$ cat config.mk
export PLATFORM = sky130hd
export DESIGN_NAME = fracn_divctl
export DESIGN_NICKNAME = d
export VERILOG_FILES = /design/src/rtl/fdiv_pkg.sv /design/src/rtl/fdiv_cfg_decode.sv /design/src/rtl/fdiv_phase_acc.sv /design/src/rtl/fdiv_mod_counter.sv /design/src/rtl/fracn_divctl.sv
export SDC_FILE = /design/constraint.sdc
export NUM_CORES = 1
export LEC_CHECK = 0
export BUFFER_PORTS_ARGS = -buffer_cell sky130_fd_sc_hd__buf_2
export CAP_MARGIN = 20
export CORE_UTILIZATION = 32
export DETAILED_ROUTE_END_ITERATION = 10
export PLACE_DENSITY_LB_ADDON = 0.2
export SLEW_MARGIN = 10
export SYNTH_ARGS = -nofsm -noshare
export SYNTH_HDL_FRONTEND = slang
export SYNTH_HIERARCHICAL = 1
export SYNTH_SLANG_ARGS = --single-unit
$ cat constraint.sdc
create_clock -name clk -period 13.3 [get_ports clk]
set_clock_uncertainty 0.2 [all_clocks]
set_input_delay 1.33 -clock clk [delete_from_list [all_inputs] [get_ports clk]]
set_output_delay 1.33 -clock clk [all_outputs]
set_load 0.1 [all_outputs]
$ cat src/rtl/fdiv_pkg.sv
package fdiv_pkg;

    typedef enum logic {
        MOD_BASE  = 1'b0,
        MOD_PLUS1 = 1'b1
    } mod_sel_e;

    // Integer part is written as (2**int_w - P); a code of zero means P = 2**int_w.
    function automatic int unsigned p_of_code(input int unsigned code, input int unsigned int_w);
        int unsigned full;
        full = 32'd1 << int_w;
        return (code == 0) ? full : (full - code);
    endfunction

endpackage

$ cat src/rtl/fdiv_cfg_decode.sv
module fdiv_cfg_decode #(
    parameter int INT_W   = 4,
    parameter int FRAC_W  = 8,
    parameter int MODULUS = 223,
    localparam int LEN_W  = INT_W + 1
) (
    input  logic [INT_W-1:0]  int_code,
    input  logic [FRAC_W-1:0] frac_code,
    output logic [LEN_W-1:0]  p_len,
    output logic [FRAC_W-1:0] q_eff,
    output logic              q_over
);
    localparam logic [FRAC_W:0]   MOD_WIDE = (FRAC_W+1)'(MODULUS);
    localparam logic [FRAC_W-1:0] Q_MAX    = FRAC_W'(MODULUS - 1);

    always_comb begin
        p_len  = LEN_W'(fdiv_pkg::p_of_code(int_code, INT_W));
        q_over = ({1'b0, frac_code} >= MOD_WIDE);
        q_eff  = q_over ? Q_MAX : frac_code;
    end
endmodule

$ cat src/rtl/fdiv_phase_acc.sv
module fdiv_phase_acc #(
    parameter int FRAC_W  = 8,
    parameter int MODULUS = 223,
    localparam int ACC_W  = $clog2(MODULUS)
) (
    input  logic              clk,
    input  logic              rst,
    input  logic              step,
    input  logic [FRAC_W-1:0] q_eff,
    output logic              carry,
    output logic [ACC_W-1:0]  acc_q
);
    localparam logic [ACC_W:0] MOD_V = (ACC_W+1)'(MODULUS);

    logic [ACC_W:0]   sum;
    logic [ACC_W-1:0] acc_next;

    always_comb begin
        sum      = {1'b0, acc_q} + (ACC_W+1)'(q_eff);
        carry    = (sum >= MOD_V);
        acc_next = carry ? ACC_W'(sum - MOD_V) : ACC_W'(sum);
    end

    always_ff @(posedge clk) begin
        if (rst) begin
            acc_q <= '0;
        end else if (step) begin
            acc_q <= acc_next;
        end
    end
endmodule

$ cat src/rtl/fdiv_mod_counter.sv
module fdiv_mod_counter #(
    parameter int LEN_W = 5
) (
    input  logic             clk,
    input  logic             rst,
    input  logic [LEN_W-1:0] len_next,
    output logic             boundary,
    output logic             pulse
);
    logic [LEN_W-1:0] cnt_q;
    logic             running_q;

    always_comb begin
        boundary = (cnt_q == '0);
        pulse    = boundary && running_q;
    end

    always_ff @(posedge clk) begin
        if (rst) begin
            cnt_q     <= '0;
            running_q <= 1'b0;
        end else begin
            running_q <= 1'b1;
            if (boundary) begin
                cnt_q <= len_next - LEN_W'(1);
            end else begin
                cnt_q <= cnt_q - LEN_W'(1);
            end
        end
    end
endmodule

$ cat src/rtl/fracn_divctl.sv
module fracn_divctl #(
    parameter int INT_W   = 4,
    parameter int FRAC_W  = 8,
    parameter int MODULUS = 223
) (
    input  logic              clk,
    input  logic              rst,
    input  logic [INT_W-1:0]  int_code,
    input  logic [FRAC_W-1:0] frac_code,
    output logic              cyc_pulse,
    output logic              mod_plus1,
    output logic              frac_clamped
);
    import fdiv_pkg::*;

    localparam int LEN_W = INT_W + 1;
    localparam int ACC_W = $clog2(MODULUS);

    logic [LEN_W-1:0]  p_len;
    logic [FRAC_W-1:0] q_eff;
    logic              q_over;
    logic              carry;
    logic [ACC_W-1:0]  acc_val;
    logic              boundary;
    logic [LEN_W-1:0]  len_next;
    mod_sel_e          sel_q;
    logic              clamp_q;

    fdiv_cfg_decode #(.INT_W(INT_W), .FRAC_W(FRAC_W), .MODULUS(MODULUS)) u_dec (
        .int_code (int_code),
        .frac_code(frac_code),
        .p_len    (p_len),
        .q_eff    (q_eff),
        .q_over   (q_over)
    );

    fdiv_phase_acc #(.FRAC_W(FRAC_W), .MODULUS(MODULUS)) u_acc (
        .clk  (clk),
        .rst  (rst),
        .step (boundary),
        .q_eff(q_eff),
        .carry(carry),
        .acc_q(acc_val)
    );

    assign len_next = p_len + LEN_W'(carry);

    fdiv_mod_counter #(.LEN_W(LEN_W)) u_cnt (
        .clk     (clk),
        .rst     (rst),
        .len_next(len_next),
        .boundary(boundary),
        .pulse   (cyc_pulse)
    );

    always_ff @(posedge clk) begin
        if (rst) begin
            sel_q   <= MOD_BASE;
            clamp_q <= 1'b0;
        end else if (boundary) begin
            sel_q   <= carry ? MOD_PLUS1 : MOD_BASE;
            clamp_q <= q_over;
        end
    end

    assign mod_plus1    = (sel_q == MOD_PLUS1);
    assign frac_clamped = clamp_q;
endmodule

==> key figures <==
Outcome
  – Status: completed

GRT
  – M1 GR Usage: 0.206
  – Met3 Track Usage GR: 0.0123
  – First-pass GRT wire length: 6320 um
  – Largest net degree at the start of global routing: 21
  – Initial antenna violation count: 0
  – Congestion Overflow GR: 0
  – GRT busiest layer: met2
  – GR Util met2: 0.253
  – Gr usage total: 0.150
  – Number of global-route vias before repair: 1350

Synthesis
  – Seq/Total Area, Yosys: 0.196
  – Post-synthesis cell count: 194
  – Synth area leaders: dfxtp_1 (20%), ha_1 (9.9%), nor2_1 (4.6%)
  – Mapped cell area: 1640 um2
  – Syn_nets: 222
  – Cell taking the most area after synthesis: dfxtp_1
  – Mean post-synth cell area: 8.44 um2
  – Number of synthesized register bits: 16
  – Synth Flop Type: dfxtp_1
  – Post-synth EDFFs: 0
  – Count of cell types in the netlist: 65
  – Synth warnings: 6
  – FFs w/ async S/R, synth: 0
  – Synth top area share: 0.196

Cells and area
  – # diodes: 0
  – Final nets: 238
  – Most common cell after layout, fill and taps aside: nor2_1
  – Register area: 320 um2
  – Area of the multi-input gates: 1250 um2
  – Commonest cells after routing, fill and taps aside: nor2_1 (20), dfxtp_1 (16), buf_2 (16)
  – Fillers: 516
  – Layout cell share with drive strength beyond 1: 0.187
  – Area Overhead vs Synth: 12.2%

Min path
  – Hold Crit Class: flip-flop to flip-flop

Placed design
  – Final Wtd Congestion: 0.777
  – DP HPWL: 2970 um
  – Port bufs: 16

Clock network
  – Clk pin slew, worst setup/hold paths: 70 ps
  – TritonCTS clock tree: done
  – CTS Hold Buffers Added: 0
  – Latest clock arrival within the worst-skew pair: 250 ps
  – CTS buffer count: 3
  – Post-cts resize count: 0
  – Clk root buf: clkbuf_8
  – CTS Buffer Depth: 2
  – H-tree lvl count: 1
  – Clk sinks: 16
  – Post-CTS Setup Inserts: 0

STA
  – Final Setup Violations: 0
  – RSZ-0062 raised after global routing: false
  – Tcrit/Tclk final: 0.423
  – Worst-margin pin slew: 734 ps
  – Min Tclk post-route: 5630 ps
  – Max frequency: 0.178 GHz
  – Max Slew Vio Count: 0
  – Final TNS setup: 0 ps
  – Relative slew slack: 0.511
  – Final Hold Viols: 0

Critical path
  – Worst path buffer plus inverter count: 3
  – CP max stage delay: 470 ps
  – Crit path max-delay cell type: a211oi_1
  – Most frequent CP cell: ha_1
  – Element type at the critical path start: primary input
  – CP arrival: 5560 ps
  – WP data required: 13230 ps
  – CP top delay family: compound AO/OA/AOI/OAI gates
  – Critical-path maximum fanout: 6
  – CP Class: primary input to flip-flop
  – Cell Chain, Critical Path: buf_2 > nand4_1 > o211a_1 > ha_1 > fa_1 > a21o_2 > a211oi_4 > nor4_4 > a211oi_1 > o21a_1 > inv_1 > ha_1 > ha_1 > a31oi_1 > ha_1 > inv_1 > a311oi_2 > nand3_1 > nor3b_2
  – Endpoint class of the critical path: flip-flop

Die
  – Core area: 4820 um2
  – Die area: 5410 um2
  – Std-Cell Rows: 25
  – # IOs: 17
  – Die H: 73.5 um
  – Die Span X: 73.5 um
  – Starting Density: 0.340

Pwr
  – PD cells: 284 nW/um2
  – Total power: 0.522 mW
  – P_leak: 0.774 nW
  – Worst ir drop on vdd: 0.102 mV

Flow run
  – MaxCap Viol Count: 0

Drt
  – Drt first-iter violations: 38
  – Vias/cell: 5.45
  – Total Wirelength: 3770 um
  – DR pass1 iterations: 4
  – DRC viols: 0
  – Final ANT Viol Nets: 0
  – DR WL/cell: 13.7 um
  – Via count: 1504
[cell usage after synthesis, types with 2 or more instances]
master and count:
a21oi_2 2, clkbuf_1 5, dfxtp_1 16, nand2_1 8
o211a_1 2, a221oi_2 2, o22a_1 2, inv_1 12
o211ai_1 6, o2111ai_1 3, nor3_1 4, a211oi_1 2
a21oi_1 6, or3_1 3, xor2_1 4, xnor2_1 4
a31oi_1 3, ha_1 13, nor3b_1 2, nand3_1 8
mux2i_1 2, o21ai_0 4, nor2_1 20, and3_1 6
nor4_4 2, nand2b_1 5, and2_1 2, o21a_1 4
o22ai_1 2, a311oi_2 2, a21o_1 4
[final cells by class]
cell class / instances / share of cell area
multi-input combinational: 161 / 0.682
sequential: 16 / 0.174
tap: 67 / 0.0456
timing repair buffer: 16 / 0.0436
clock buffer: 4 / 0.0300
inverter: 12 / 0.0245
[tightest hold or removal path, stage by stage, from the launching register on]
cell     delay (ps)
dfxtp_1         330
mux2i_1          60
nor2_1           70
[flip-flops by register name, indices dropped and copies added (netlist names)]
name / flops
u_cnt/cnt_q: 5
mod_plus1: 1
u_acc/acc_q: 8
frac_clamped: 1
u_cnt/running_q: 1
[metal layers]
layer / part of all wire / vias to the layer above
li1: - / 780
met1: 0.51 / 701
met2: 0.46 / 21
met3: 0.023 / 2
met4: 0.0082 / 0
met5: 0 / -
[through the flow]
stage / instance area, um2 / std cells / hold WS [ps] / util / setup WS, ps
2_1_floorplan: 1640 / 194 / 265 / - / 7940
3_3_place_gp: 1780 / 272 / 273 / 0.370 / 7560
3_5_place_dp: 1780 / 272 / 287 / 0.370 / 7460
4_1_cts: 1840 / 276 / 304 / 0.382 / 7700
5_1_grt: 1840 / 276 / 330 / 0.382 / 7370
6_report: 1840 / 276 / 292 / 0.382 / 7670
[power breakdown]
part | switching, mW | internal, mW
Clock | 0.0178 | 0.0263
Sequential | 0.0182 | 0.0690
Combinational | 0.243 | 0.148
Total | 0.279 | 0.243
[cell families after synthesis]
group                    Yosys count  synth area share
XOR/XNOR                           9            0.0527
flip-flops                        16             0.196
buffers and inverters             17            0.0390
adder cells (fa/ha/maj)           14             0.112
AND/OR/NAND/NOR                   70             0.249
multiplexers                       2            0.0122
AO/OA/AOI/OAI                     66             0.340
[worst paths after layout]
path | start | end | slack, ps | depth (start not counted)
worst min-delay path | frac_clamped | frac_clamped | 290 | 2
worst min register to register | frac_clamped | frac_clamped | 290 | 2
worst max register to register | u_acc/acc_q[0] | u_cnt/cnt_q[4] | 8950 | 16
worst max-delay path | frac_code[6] | u_cnt/cnt_q[4] | 7670 | 19
No activity file was read; power rests on OpenSTA's default activity.
